### src/rtl/strobe_cap_pkg.sv
package strobe_cap_pkg;

   typedef enum logic {
      EDGE_RISE = 1'b0,
      EDGE_FALL = 1'b1
   } scp_edge_e;

   function automatic logic scp_pick_edge(scp_edge_e sel, logic rise_evt, logic fall_evt);
      return (sel == EDGE_FALL) ? fall_evt : rise_evt;
   endfunction

endpackage

### src/rtl/scp_clkgen.sv
module scp_clkgen #(
   parameter int DIV_W = 12
) (
   input  logic             clk,
   input  logic             rst_n,
   input  logic             restart,
   input  logic [DIV_W-1:0] div,
   output logic             smp_clk,
   output logic             rise_evt,
   output logic             fall_evt
);

   if (DIV_W < 1) begin : g_bad_width
      $error("scp_clkgen: DIV_W must be at least 1");
   end

   logic [DIV_W-1:0] cnt_q;
   logic             clk_q;
   logic             run;
   logic             wrap;

   assign run  = (div != '0);
   assign wrap = run && (cnt_q == div - DIV_W'(1));

   always_ff @(posedge clk or negedge rst_n) begin
      if (!rst_n) begin
         cnt_q <= '0;
         clk_q <= 1'b0;
      end else if (restart || !run) begin
         cnt_q <= '0;
         clk_q <= 1'b0;
      end else if (wrap) begin
         cnt_q <= '0;
         clk_q <= ~clk_q;
      end else begin
         cnt_q <= cnt_q + DIV_W'(1);
      end
   end

   assign smp_clk  = clk_q;
   assign rise_evt = wrap && !restart && !clk_q;
   assign fall_evt = wrap && !restart &&  clk_q;

   AST_HALT_LOW: assert property (@(posedge clk) disable iff (!rst_n)
      (div == '0) |=> !smp_clk) else $error("halted divider let clock rise");
   AST_RISE_FOLLOWS: assert property (@(posedge clk) disable iff (!rst_n)
      rise_evt |=> smp_clk) else $error("rise event without clock high");
   AST_FALL_FOLLOWS: assert property (@(posedge clk) disable iff (!rst_n)
      fall_evt |=> !smp_clk) else $error("fall event without clock low");

endmodule

### src/rtl/scp_sync.sv
module scp_sync #(
   parameter int STAGES = 2
) (
   input  logic clk,
   input  logic rst_n,
   input  logic din,
   output logic dout
);

   if (STAGES < 2) begin : g_bad_stages
      $error("scp_sync: STAGES must be at least 2");
   end

   logic [STAGES-1:0] q;

   for (genvar i = 0; i < STAGES; i++) begin : g_stage
      if (i == 0) begin : g_first
         always_ff @(posedge clk or negedge rst_n) begin
            if (!rst_n) q[0] <= 1'b0;
            else        q[0] <= din;
         end
      end else begin : g_next
         always_ff @(posedge clk or negedge rst_n) begin
            if (!rst_n) q[i] <= 1'b0;
            else        q[i] <= q[i-1];
         end
      end
   end

   assign dout = q[STAGES-1];

endmodule

### src/rtl/scp_fifo.sv
module scp_fifo #(
   parameter int W     = 16,
   parameter int DEPTH = 4
) (
   input  logic         clk,
   input  logic         rst_n,
   input  logic         flush,
   input  logic         push,
   input  logic [W-1:0] wdata,
   input  logic         pop,
   output logic         rvalid,
   output logic [W-1:0] rdata,
   output logic         drop
);

   localparam int AW = (DEPTH > 1) ? $clog2(DEPTH) : 1;
   localparam int CW = $clog2(DEPTH + 1);

   if (DEPTH < 2) begin : g_bad_depth
      $error("scp_fifo: DEPTH must be at least 2");
   end
   if (W < 1) begin : g_bad_w
      $error("scp_fifo: W must be at least 1");
   end

   logic [W-1:0]  mem [DEPTH];
   logic [AW-1:0] wp, rp;
   logic [CW-1:0] cnt;
   logic          full, do_pop, accept;

   function automatic logic [AW-1:0] ptr_next(logic [AW-1:0] p);
      return (p == AW'(DEPTH - 1)) ? '0 : p + AW'(1);
   endfunction

   assign full   = (cnt == CW'(DEPTH));
   assign rvalid = (cnt != '0);
   assign do_pop = rvalid && pop;
   assign accept = push && (!full || do_pop);
   assign drop   = push && full && !do_pop;
   assign rdata  = mem[rp];

   always_ff @(posedge clk or negedge rst_n) begin
      if (!rst_n) begin
         wp  <= '0;
         rp  <= '0;
         cnt <= '0;
      end else if (flush) begin
         wp  <= '0;
         rp  <= '0;
         cnt <= '0;
      end else begin
         if (accept) wp <= ptr_next(wp);
         if (do_pop) rp <= ptr_next(rp);
         case ({accept, do_pop})
            2'b10:   cnt <= cnt + CW'(1);
            2'b01:   cnt <= cnt - CW'(1);
            default: cnt <= cnt;
         endcase
      end
   end

   always_ff @(posedge clk) begin
      if (accept && !flush) mem[wp] <= wdata;
   end

   AST_FIFO_BOUND: assert property (@(posedge clk) disable iff (!rst_n)
      cnt <= CW'(DEPTH)) else $error("fifo count beyond depth");
   AST_FIFO_HOLD: assert property (@(posedge clk) disable iff (!rst_n)
      (rvalid && !pop && !flush) |=> (rvalid && $stable(rdata))) else $error("head moved while stalled");

endmodule

### src/rtl/strobe_cap_port.sv
module strobe_cap_port
   import strobe_cap_pkg::*;
#(
   parameter int DATA_W      = 16,
   parameter int DIV_W       = 12,
   parameter int FIFO_DEPTH  = 4,
   parameter int SYNC_STAGES = 2
) (
   input  logic              clk,
   input  logic              rst_n,
   input  logic              cfg_we,
   input  logic [DIV_W-1:0]  cfg_div,
   input  logic              cfg_edge_fall,
   input  logic              cfg_gate_en,
   input  logic [DATA_W-1:0] adc_data,
   input  logic              adc_strobe,
   output logic              smp_clk_out,
   output logic              out_valid,
   input  logic              out_ready,
   output logic [DATA_W-1:0] out_data,
   output logic              overflow
);

   if (DATA_W < 1) begin : g_bad_data_w
      $error("strobe_cap_port: DATA_W must be at least 1");
   end

   logic [DIV_W-1:0] div_q;
   scp_edge_e        edge_q;
   logic             gate_q;
   logic             rise_evt, fall_evt;
   logic             stb_sync;
   logic             capture;
   logic             drop;
   logic             ovf_q;

   always_ff @(posedge clk or negedge rst_n) begin
      if (!rst_n) begin
         div_q  <= '0;
         edge_q <= EDGE_RISE;
         gate_q <= 1'b1;
      end else if (cfg_we) begin
         div_q  <= cfg_div;
         edge_q <= scp_edge_e'(cfg_edge_fall);
         gate_q <= cfg_gate_en;
      end
   end

   scp_clkgen #(.DIV_W(DIV_W)) u_clkgen (
      .clk      (clk),
      .rst_n    (rst_n),
      .restart  (cfg_we),
      .div      (div_q),
      .smp_clk  (smp_clk_out),
      .rise_evt (rise_evt),
      .fall_evt (fall_evt)
   );

   scp_sync #(.STAGES(SYNC_STAGES)) u_sync (
      .clk   (clk),
      .rst_n (rst_n),
      .din   (adc_strobe),
      .dout  (stb_sync)
   );

   assign capture = !cfg_we
                  && scp_pick_edge(edge_q, rise_evt, fall_evt)
                  && (!gate_q || stb_sync);

   scp_fifo #(.W(DATA_W), .DEPTH(FIFO_DEPTH)) u_fifo (
      .clk    (clk),
      .rst_n  (rst_n),
      .flush  (cfg_we),
      .push   (capture),
      .wdata  (adc_data),
      .pop    (out_ready),
      .rvalid (out_valid),
      .rdata  (out_data),
      .drop   (drop)
   );

   always_ff @(posedge clk or negedge rst_n) begin
      if (!rst_n)      ovf_q <= 1'b0;
      else if (cfg_we) ovf_q <= 1'b0;
      else if (drop)   ovf_q <= 1'b1;
   end

   assign overflow = ovf_q;

   AST_OVF_STICKY: assert property (@(posedge clk) disable iff (!rst_n)
      (overflow && !cfg_we) |=> overflow) else $error("overflow flag cleared early");
   AST_CFG_FLUSH: assert property (@(posedge clk) disable iff (!rst_n)
      cfg_we |=> (!out_valid && !overflow && !smp_clk_out)) else $error("config write did not reset state");
   AST_HALT_QUIET: assert property (@(posedge clk) disable iff (!rst_n)
      ((div_q == '0) && !out_valid && !cfg_we) |=> !out_valid) else $error("capture while divider halted");

endmodule

### config.mk
export PLATFORM = sky130hd
export DESIGN_NAME = strobe_cap_port
export DESIGN_NICKNAME = d
export VERILOG_FILES = /design/src/rtl/strobe_cap_pkg.sv /design/src/rtl/scp_clkgen.sv /design/src/rtl/scp_sync.sv /design/src/rtl/scp_fifo.sv /design/src/rtl/strobe_cap_port.sv
export SDC_FILE = /design/constraint.sdc
export NUM_CORES = 1
export LEC_CHECK = 0
export ABC_CLOCK_PERIOD_IN_PS = 4800
export BUFFER_PORTS_ARGS = -buffer_cell sky130_fd_sc_hd__buf_2
export CORE_ASPECT_RATIO = 0.9
export CORE_MARGIN = 1.5
export CORE_UTILIZATION = 51
export CTS_CLUSTER_SIZE = 12
export DETAILED_ROUTE_END_ITERATION = 6
export PLACE_DENSITY_LB_ADDON = 0.05
export RECOVER_POWER = 25
export SYNTH_ARGS = -nofsm -noshare
export SYNTH_HDL_FRONTEND = slang
export SYNTH_SLANG_ARGS = --single-unit
### constraint.sdc
create_clock -name clk -period 4.8 [get_ports clk]
set_input_delay 0.72 -clock clk [delete_from_list [all_inputs] [get_ports clk]]
set_output_delay 0.72 -clock clk [all_outputs]
set_load 0.01 [all_outputs]
==> results_dict.tcl, run 1 <==
set metrics [dict create \
    yosys-top-cells-area "edfxtp_1, dfrtp_1, mux4_2" \
    path_buf_inv 1 \
    final_common_cell "edfxtp_1" \
    clk_latency_ns 0.36 \
    p_per_area_nw_per_um2 305.0 \
    core_area_um2 8688 \
    setup_violations 0 \
    grt_max_degree 38 \
    worst_slew_pin_slew_ns 0.8182 \
    worst_path_largest_cell_delay_ns 0.79 \
    status "complete, no violations" \
    yosys_warnings 0 \
    die_area_um2 9664 \
    synth_edf_count 64 \
    die_width_um 103.5 \
    yosysSeqAreaShare_pct 61.51 \
    fin_crit_ns 3.640 \
    synthesis.nets 365 \
    critPathRequiredTime_ns 4.79 \
    arrival_ns 3.63 \
    postCtsSetupBuffers 0 \
    overflow 0 \
    wl_um 8001 \
    worstPathMaxFanout 16 \
    hold_buffers 0 \
    via_per_inst 5.456 \
    p_leak_uw 0.001912 \
    antenna_left 0 \
    synth.avg_cell_area_um2 14.43 \
    synthFlopType "edfxtp_1" \
    netlist_instances 321 \
    ys_async_sr_fraction_pct 36.63 \
    synth_top_area_share_pct 41.49 \
    drt_first_pass_iters 5 \
    max_cap_violations 0 \
    path_clk_slew_ns 0.10 \
    cts-root-buf "clkbuf_8" \
    port-buffer-count 53 \
    grt_pass1_vias 2626 \
    cts.sinks 101 \
    rsz0062_at_grt "false" \
    finalSetupTns_ns 0 \
    netlist_area_um2 4632 \
    diodes 0 \
    final_layout_size_suffix_gt1_share_pct 25.73 \
    wl_per_cell_um 16.13 \
    clockBufferDepth 2 \
    ys_ff_latch 101 \
    initial_core_util_pct 53.31 \
    nNetsFinal 416 \
    maxSlewViolCount 0 \
    min_path_type "reg -> reg" \
    yosys.area.top_type "edfxtp_1" \
    finalHoldViolations 0 \
    gp_congestion 0.7802 \
    areaGrowthSynthToFinish_pct 10.80 \
    fin_worst_skew_ns 0.009480 \
    peakVddDrop_mv 0.1737 \
    path_class "reg -> reg" \
    cts_buffers 9 \
    grt_usage_pct 18.52 \
    place_hpwl_um 5487 \
    fin_crit_sh_pct 75.82 \
    total_power_uw 1565 \
    critical_path.top_delay_family "simple AND/OR/NAND/NOR gates" \
    fmax_mhz 274.8 \
    vias 2706 \
    h-tree-depth 3 \
    ios 54 \
    cts_tree "built" \
    drcViolationCount 0 \
    end_kind "flip-flop" \
    num_rows 32 \
    final_cell_mix "edfxtp_1, buf_2, dfrtp_1" \
    antenna_found_initial 0 \
    worst_setup_path_start_kind "flip-flop" \
    drt-initial-drc-count 110 \
    cts_resized 0 \
    dieHeight_um 93.41 \
    grt_pass1_wl_um 13340 \
    crit_path_top_delay_cell "and3_1" \
    synth_cell_type_count 59 \
    relSlewSlack_pct 45.45 \
    path_cells "inv_1 -> ha_1 -> or3b_2 -> nor3_1 -> xnor2_1 -> nand4_2 -> nor4_4 -> and3_1" \
]
[state kept, by name (all words and copies together) (netlist names)]
signal,cells
overflow,1
u_sync.q,1
u_clkgen.smp_clk,1
edge_q,1
u_sync.dout,1
u_clkgen.cnt_q,12
gate_q,1
u_fifo.wp,2
u_fifo.mem,64
div_q,12
u_fifo.cnt,3
u_fifo.rp,2
[per-layer routing]
layer,vias up,routed length (µm),part of all wire (%),GRT usage (%)
met5,-,0,0,0
met4,0,69,0.86,5.068
met3,7,339,4.2,4.783
met2,59,3928,49,28.81
met1,1342,3663,46,25.88
li1,1298,-,-,-
[cells by family after synthesis]
family / Yosys count / synth area share (%)
AOI/OAI and AO/OA: 37 / 5.727
muxes: 27 / 10.43
adders and majority gates: 9 / 2.593
DFF: 101 / 61.51
and+or+nand+nor: 90 / 11.10
xor gates and xnor gates: 29 / 5.483
buffers and inverters: 28 / 3.160
[area by class of cell]
class,instances,area (µm²)
Sequential cell,101,2849
Inverter,13,48.80
Clock inverter,7,63.81
Fill cell,721,3556
Tap cell,119,148.9
Clock buffer,9,123.9
Timing Repair Buffer,55,261.5
Multi-Input combinational cell,192,1637
[worst reg2reg max path, stage by stage, from the launching register on]
cell     delay [ns]
dfrtp_1        0.49
inv_1          0.14
ha_1           0.24
or3b_2         0.51
nor3_1         0.20
xnor2_1        0.16
nand4_2        0.15
nor4_4         0.58
and3_1         0.79
[Yosys cell counts, types with 2 or more instances]
cell type  number
nand2_1        17
nor4b_1         2
or4_4           2
mux4_2         16
o21ai_0        11
a21oi_1         5
xnor2_1        13
nor4_2          2
nand3_1         6
xor2_1         16
ha_1            8
buf_6           3
nor4_1          4
o21ai_1         2
nor3_1          5
mux2_2         10
dfrtp_1        36
or4_1           2
or2_1           2
edfxtp_1       64
inv_1          13
clkbuf_1        6
buf_2           2
and3_1          9
buf_4           2
nor2_1         25
or3_1           3
nor4bb_1        2
o22ai_1         3
[path summary, 6_finish.rpt]
kind / to / slack, ns / from / cells after the start
worst max-delay path: u_fifo.mem[0][15]$_DFFE_PP_ / 1.16 / div_q[0]$_DFFE_PN0P_ / 8
worst min-delay path: u_sync.dout$_DFF_PN0_ / 0.36 / u_sync.q[0]$_DFF_PN0_ / 0
worst max register to register: u_fifo.mem[0][15]$_DFFE_PP_ / 1.16 / div_q[0]$_DFFE_PN0P_ / 8
worst min register to register: u_sync.dout$_DFF_PN0_ / 0.36 / u_sync.q[0]$_DFF_PN0_ / 0
max in group asynchronous: edge_q$_DFFE_PN0P_ / 3.84 / rst_n / 1
min in group asynchronous: u_clkgen.cnt_q[10]$_DFF_PN0_ / 0.45 / rst_n / 1
[power breakdown]
| part | switching (µW) | internal, µW |
|---|---|---|
| Sequential | 23.1 | 940 |
| Clock | 306 | 201 |
| Combinational | 52.0 | 42.9 |
| Total | 381 | 1180 |
[through the flow]
stage               hold WS, ns  util (%)  cell area [µm²]  setup slack, ns  instances
CTS                      0.3655     59.29             5151            1.095        496
global route             0.3735     59.07             5132           0.8157        496
detailed placement       0.3424     57.13             4964            1.112        480
floorplan                0.3312         -             4632            1.400        321
finish                   0.3624     59.07             5132            1.160        496
global placement         0.3321     57.13             4964            1.240        480
(Power assumes the default switching activity.)
==> run 2, diff against run 1 <==
--- a/config.mk
+++ b/config.mk
@@ -5,7 +5,8 @@
 export SDC_FILE = /design/constraint.sdc
 export NUM_CORES = 1
 export LEC_CHECK = 0
-export ABC_CLOCK_PERIOD_IN_PS = 4800
+export ABC_AREA = 1
+export ABC_CLOCK_PERIOD_IN_PS = 3800
 export BUFFER_PORTS_ARGS = -buffer_cell sky130_fd_sc_hd__buf_2
 export CORE_ASPECT_RATIO = 0.9
 export CORE_MARGIN = 1.5
==> constraint.sdc (replaced) <==
create_clock -name clk -period 3.8 [get_ports clk]
set_input_delay 0.57 -clock clk [delete_from_list [all_inputs] [get_ports clk]]
set_output_delay 0.57 -clock clk [all_outputs]
set_load 0.01 [all_outputs]
==> run 2 against run 1 <==
Combinational power rose to 5.7 times the previous value. Fmax grew 31%. Register-to-register slack got worse by 0.13 ns. Setup slack got worse by 0.13 ns. Via count grew 20%.
==> results_dict.tcl, run 2 <==
set metrics [dict create \
    switchingPower_uw 747.3 \
    netlist_area_um2 4582 \
    fmax_mhz 361.2 \
    grt_max_degree 38 \
    clk_latency_ns 0.36 \
    yosys.area.top_type "edfxtp_1" \
    synth_cell_type_count 29 \
    yosys_warnings 0 \
    grt_pass1_wl_um 14360 \
    synthesis.nets 506 \
    path_class "reg -> reg" \
    wl_per_cell_um 13.94 \
    dieHeight_um 92.92 \
    ys_ff_latch 101 \
    relSlewSlack_pct 35.05 \
    netSwitchingFraction_pct 29.77 \
    clkPwrFrac_pct 28.5 \
    ios 54 \
    synth_top_area_share_pct 41.94 \
    diodes 0 \
    postCtsSetupBuffers 0 \
    busiest_layer "met2" \
    netlist_instances 462 \
    yosys-top-cells-count "nand2_1, edfxtp_1, nor2_1, o21ai_0, inv_1" \
    min_path_type "in -> async" \
    fin_crit_sh_pct 72.85 \
    largest_register_ffs 64 \
    maxSlewViolCount 0 \
    grt_usage_pct 20.04 \
    worst_setup_path_start_kind "flip-flop" \
    synthFlopType "edfxtp_1" \
    fin_worst_skew_ns 0.01044 \
    p_per_area_nw_per_um2 484.3 \
    die_width_um 102.9 \
    wl_um 8961 \
    die_area_um2 9562 \
    cts.sinks 101 \
    cts-root-buf "clkbuf_8" \
    num_rows 32 \
    cts_resized 0 \
    end_kind "flip-flop" \
    path_clk_slew_ns 0.09 \
    clockBufferDepth 2 \
    hold_buffers 0 \
    fin_util_pct 59.94 \
    yosys-top-cells-area "edfxtp_1, dfrtp_1, nand2_1" \
    port-buffer-count 53 \
    fin_crit_ns 2.768 \
    core_area_um2 8648 \
    reg_top3 "u_fifo.mem: 64 flops, div_q: 12 flops, u_clkgen.cnt_q: 12 flops" \
    regMostFlops "u_fifo.mem" \
    areaGrowthSynthToFinish_pct 13.13 \
    use_met1_pct 27.07 \
    vias 3242 \
    h-tree-depth 3 \
    grt_pass1_vias 3072 \
    synth.most_common_cell "nand2_1" \
    antenna_found_initial 0 \
    combPwrFrac_pct 21.7 \
    drt_first_pass_iters 4 \
    finalSetupTns_ns 0 \
    final_cell_mix "nand2_1, nor2_1, edfxtp_1" \
    synth.avg_cell_area_um2 9.918 \
    gp_congestion 0.8064 \
    overflow 0 \
    arrival_ns 3.02 \
    cts_buffers 9 \
    antenna_left 0 \
    via_per_inst 5.042 \
    nNetsFinal 563 \
    peakVddDrop_mv 0.2918 \
    worstPathMaxFanout 6 \
    worst_slew_pin_slew_ns 0.9732 \
    p_int_uw 1763 \
    initial_core_util_pct 52.98 \
    seqPwrFrac_pct 49.8 \
    final_layout_size_suffix_gt1_share_pct 15.46 \
    drcViolationCount 0 \
    finalHoldViolations 0 \
    final_common_cell "nand2_1" \
    rsz0062_at_grt "false" \
    synth_edf_count 64 \
    r2r_setup_slack_ns 1.03 \
    setup_violations 0 \
    total_power_uw 2511 \
    status "complete, no violations" \
    p_leak_uw 0.002165 \
    grt_use_met3_pct 4.604 \
    max_cap_violations 0 \
    grt_use_met2_pct 32.51 \
    place_hpwl_um 5878 \
    cts_tree "built" \
    yosysSeqAreaShare_pct 62.18 \
    drt-initial-drc-count 127 \
    ys_async_sr_fraction_pct 36.63 \
    critPathRequiredTime_ns 4.05 \
]
[run 2: changes by cell type after synthesis, sizes merged, moves of 14 or more]
cell   before  now
nand2      17   94
inv        13   51
o22ai       3   17
nor2       25   74
o21ai      13   56
mux4       16    0
nand3       6   25
[run 2: metal layers]
layer	wire length [µm]	share of wire, %	vias to the layer above
li1	-	-	1650
met3	361	4.0	8
met2	4230	47	66
met1	4299	48	1518
met5	0	0	-
met4	70	0.78	0
[run 2: per-stage QoR]
stage | worst slack (ns) | hold WS [ns] | cells | cell area (µm²)
final | 1.032 | 0.3081 | 643 | 5184
after global placement | 1.112 | 0.3343 | 627 | 4987
after CTS | 1.045 | 0.2945 | 643 | 5201
after floorplan | 1.125 | 0.2744 | 462 | 4582
after global routing | 0.8731 | 0.2936 | 643 | 5184
after detailed placement | 0.9889 | 0.3405 | 627 | 4987
[run 2: path summary, 6_finish.rpt]
| path | startpoint | endpoint | cells after the start |
|---|---|---|---|
| worst max register to register | div_q[0]$_DFFE_PN0P_ | u_fifo.cnt[2]$_DFFE_PN0P_ | 16 |
| max in group asynchronous | rst_n | u_fifo.wp[0]$_DFFE_PN0P_ | 1 |
| worst max-delay path | div_q[0]$_DFFE_PN0P_ | u_fifo.cnt[2]$_DFFE_PN0P_ | 16 |
| worst min-delay path | rst_n | div_q[1]$_DFFE_PN0P_ | 1 |
| worst min register to register | u_sync.q[0]$_DFF_PN0_ | u_sync.dout$_DFF_PN0_ | 0 |
| min in group clk | adc_strobe | u_sync.q[0]$_DFF_PN0_ | 1 |
[run 2: critical path: stages, from the launching register on]
cell and delay [ns]:
dfrtp_1 0.40, inv_1 0.18, ha_1 0.25, nand2_2 0.13
o21ai_1 0.15, nand2_1 0.10, o21ai_1 0.15, nor2_2 0.08
nand4_1 0.15, nand2_1 0.11, fa_1 0.41, xor2_1 0.22
inv_1 0.06, nand2_1 0.07, nand2_1 0.05, nand3_1 0.08
nand2_1 0.06
[run 2: cells by family (layout without fill, tap and decap cells)]
logic type,after synthesis,count (layout),synth area share (%)
buf+inv,64,126,5.270
compound gates,78,78,9.230
xor+xnor,11,11,2.103
simple gates,199,199,18.60
fa+ha+maj,9,9,2.622
flops,101,101,62.18
[run 2: cell type report]
type | instances | area (µm²)
sequential | 101 | 2849
timing repair buffer | 58 | 285.3
clock inverter | 7 | 90.09
multi-input combinational | 297 | 1491
tap | 119 | 148.9
clock buffer | 9 | 123.9
inverter | 52 | 195.2
fill | 774 | 3465
[run 2: power by group through the flow]
stage / clock, µW / combinational [µW] / sequential [µW]
5_1_grt: 776 / 624 / 1260
3_3_place_gp: 0 / 541 / 1270
2_1_floorplan: 0 / 369 / 1260
6_report: 716 / 544 / 1250
4_1_cts: 737 / 555 / 1250
3_5_place_dp: 0 / 548 / 1270
==> run 3, diff against run 2 <==
--- a/config.mk
+++ b/config.mk
@@ -6,7 +6,7 @@
 export NUM_CORES = 1
 export LEC_CHECK = 0
 export ABC_AREA = 1
-export ABC_CLOCK_PERIOD_IN_PS = 3800
+export ABC_CLOCK_PERIOD_IN_PS = 2400
 export BUFFER_PORTS_ARGS = -buffer_cell sky130_fd_sc_hd__buf_2
 export CORE_ASPECT_RATIO = 0.9
 export CORE_MARGIN = 1.5
==> constraint.sdc (replaced) <==
create_clock -name clk -period 2.4 [get_ports clk]
set_input_delay 0.36 -clock clk [delete_from_list [all_inputs] [get_ports clk]]
set_output_delay 0.36 -clock clk [all_outputs]
set_load 0.01 [all_outputs]
==> run 3 against run 2 <==
Power increased by 56%. Critical path depth decreased by 3. Clock power increased by 44%. Clock skew increased by 0.0012 ns. Via count increased by 3.6%. Clock-buffer cell count unchanged. Combinational power increased by 71%. Worst hold slack got worse by 0.23 ns. Fmax increased by 16%. Cell count increased by 2.2%.
==> results_dict.tcl, run 3 (synthesized netlist as in run 2, its figures left out) <==
set metrics [dict create \
    rr_worst_depth 13 \
    fmax_mhz 418.6 \
    final_layout_size_suffix_gt1_share_pct 20.82 \
    worst_setup_path_start_kind "flip-flop" \
    arrival_ns 2.48 \
    grt_usage_pct 20.20 \
    crit_start "div_q[0]$_DFFE_PN0P_" \
    fin_crit_sh_pct 99.54 \
    end_kind "flip-flop" \
    overflow 0 \
    num_rows 32 \
    final_common_cell "nand2_1" \
    critPathRequiredTime_ns 2.49 \
    relSlewSlack_pct 45.30 \
    r2r-end "u_fifo.mem[3][12]$_DFFE_PP_" \
    regMostFlops "u_fifo.mem" \
    p_per_area_nw_per_um2 728.7 \
    die_area_um2 9562 \
    clk_latency_ns 0.36 \
    antenna_found_initial 0 \
    gp_congestion 0.8986 \
    areaGrowthSynthToFinish_pct 17.53 \
    drt_first_pass_iters 4 \
    port-buffer-count 53 \
    core_area_um2 8648 \
    clockBufferDepth 2 \
    finalHoldViolations 0 \
    p_leak_uw 0.002249 \
    antenna_left 0 \
    grt_pass1_vias 3207 \
    maxSlewViolCount 0 \
    cts_tree "built" \
    wl_per_cell_um 13.94 \
    worst_slew_pin_slew_ns 0.8205 \
    grt_pass1_wl_um 14800 \
    timing.rr.start "div_q[0]$_DFFE_PN0P_" \
    status "complete, no violations" \
    fin_worst_skew_ns 0.01159 \
    peakVddDrop_mv 0.3333 \
    vias 3358 \
    dieHeight_um 92.92 \
    largest_register_ffs 64 \
    cts-root-buf "clkbuf_8" \
    worstPathMaxFanout 8 \
    drt-initial-drc-count 150 \
    cts_buffers 9 \
    diodes 0 \
    preCtsSetupSlack_ns -0.008840 \
    final_cell_mix "nand2_1, edfxtp_1, nor2_1" \
    fin_crit_ns 2.389 \
    place_hpwl_um 6163 \
    initial_core_util_pct 52.98 \
    die_width_um 102.9 \
    reg_top3 "u_fifo.mem: 64 flops, div_q: 12 flops, u_clkgen.cnt_q: 12 flops" \
    grt_max_degree 38 \
    placed_cell_area_um2 5107 \
    hold_buffers 0 \
    ios 54 \
    r2r_setup_slack_ns 0.01 \
    setup_violations 0 \
    drcViolationCount 0 \
    cts.sinks 101 \
    min_path_type "in -> async" \
    max_cap_violations 0 \
    fin_ws_ns 0.01094 \
    wl_um 9158 \
    nNetsFinal 577 \
    path_clk_slew_ns 0.10 \
    via_per_inst 5.111 \
    path_class "reg -> reg" \
    fin_util_pct 62.27 \
    rsz0062_at_grt "true" \
    h-tree-depth 3 \
    design_area_um2 5385 \
    fillCellCount 750 \
]
run 3: where the power goes:
group / internal [µW] / switching (µW) / total (µW)
clock network: 405 / 627 / 1030
registers: 1910 / 53.8 / 1960
logic: 336 / 593 / 929
run 3: critical path: stages (launching register included):
cell,delay (ns)
dfrtp_1,0.40
inv_2,0.11
ha_4,0.15
nand2_2,0.10
nor2_4,0.12
nand2_1,0.08
a21oi_2,0.14
nand2_1,0.08
nor2_2,0.15
nand3_2,0.13
nor2_4,0.15
nand2_4,0.10
nor2_4,0.20
clkbuf_16,0.19
run 3: final cells by class:
class | count | area, µm² | share of cell area, %
clock buffer | 9 | 123.9 | 2.300
inverter | 52 | 195.2 | 3.625
sequential | 101 | 2849 | 52.90
tap | 119 | 148.9 | 2.765
clock inverter | 7 | 67.56 | 1.255
timing repair buffer | 72 | 461.7 | 8.573
multi-input combinational | 297 | 1539 | 28.58
run 3: through the flow:
stage,power (µW),std cells,hold WS [ns],setup TNS (ns)
4_1_cts,3943,652,0.07726,0
6_report,3924,657,0.07971,0
5_1_grt,4157,657,0.07530,-7.643
2_1_floorplan,2580,462,0.06441,-2.492
3_5_place_dp,2907,635,0.3442,-0.008840
3_3_place_gp,2880,635,0.3313,0
run 3: timing repair:
action / CTS / global route
pin swaps: 0 / 15
endpoints found under the setup margin: 28 / 66
cloned: 0 / 1
resized for setup: 2 / 11
endpoints found under the hold margin: 0 / 0
buffers inserted: 1 / 4
run 3: worst max path at each step:
stage,endpoint,slack (ns),cells after the start
after floorplan,u_fifo.mem[0][0]$_DFFE_PP_,-0.04,12
after global placement,u_fifo.cnt[2]$_DFFE_PN0P_,0.08,16
after detailed placement,u_fifo.cnt[2]$_DFFE_PN0P_,-0.009,16
after CTS,u_fifo.cnt[2]$_DFFE_PN0P_,0.03,19
after global routing,u_fifo.mem[3][12]$_DFFE_PP_,-0.18,15
final,u_fifo.mem[3][12]$_DFFE_PP_,0.01,13
run 3: layer usage:
metal / global-route usage [%] / share of wire (%) / vias to the layer above
met2: 35.14 / 51 / 68
met1: 25.11 / 44 / 1597
met3: 3.774 / 3.2 / 12
met4: 6.869 / 1.1 / 0
met5: 0 / 0 / -
li1: - / - / 1681
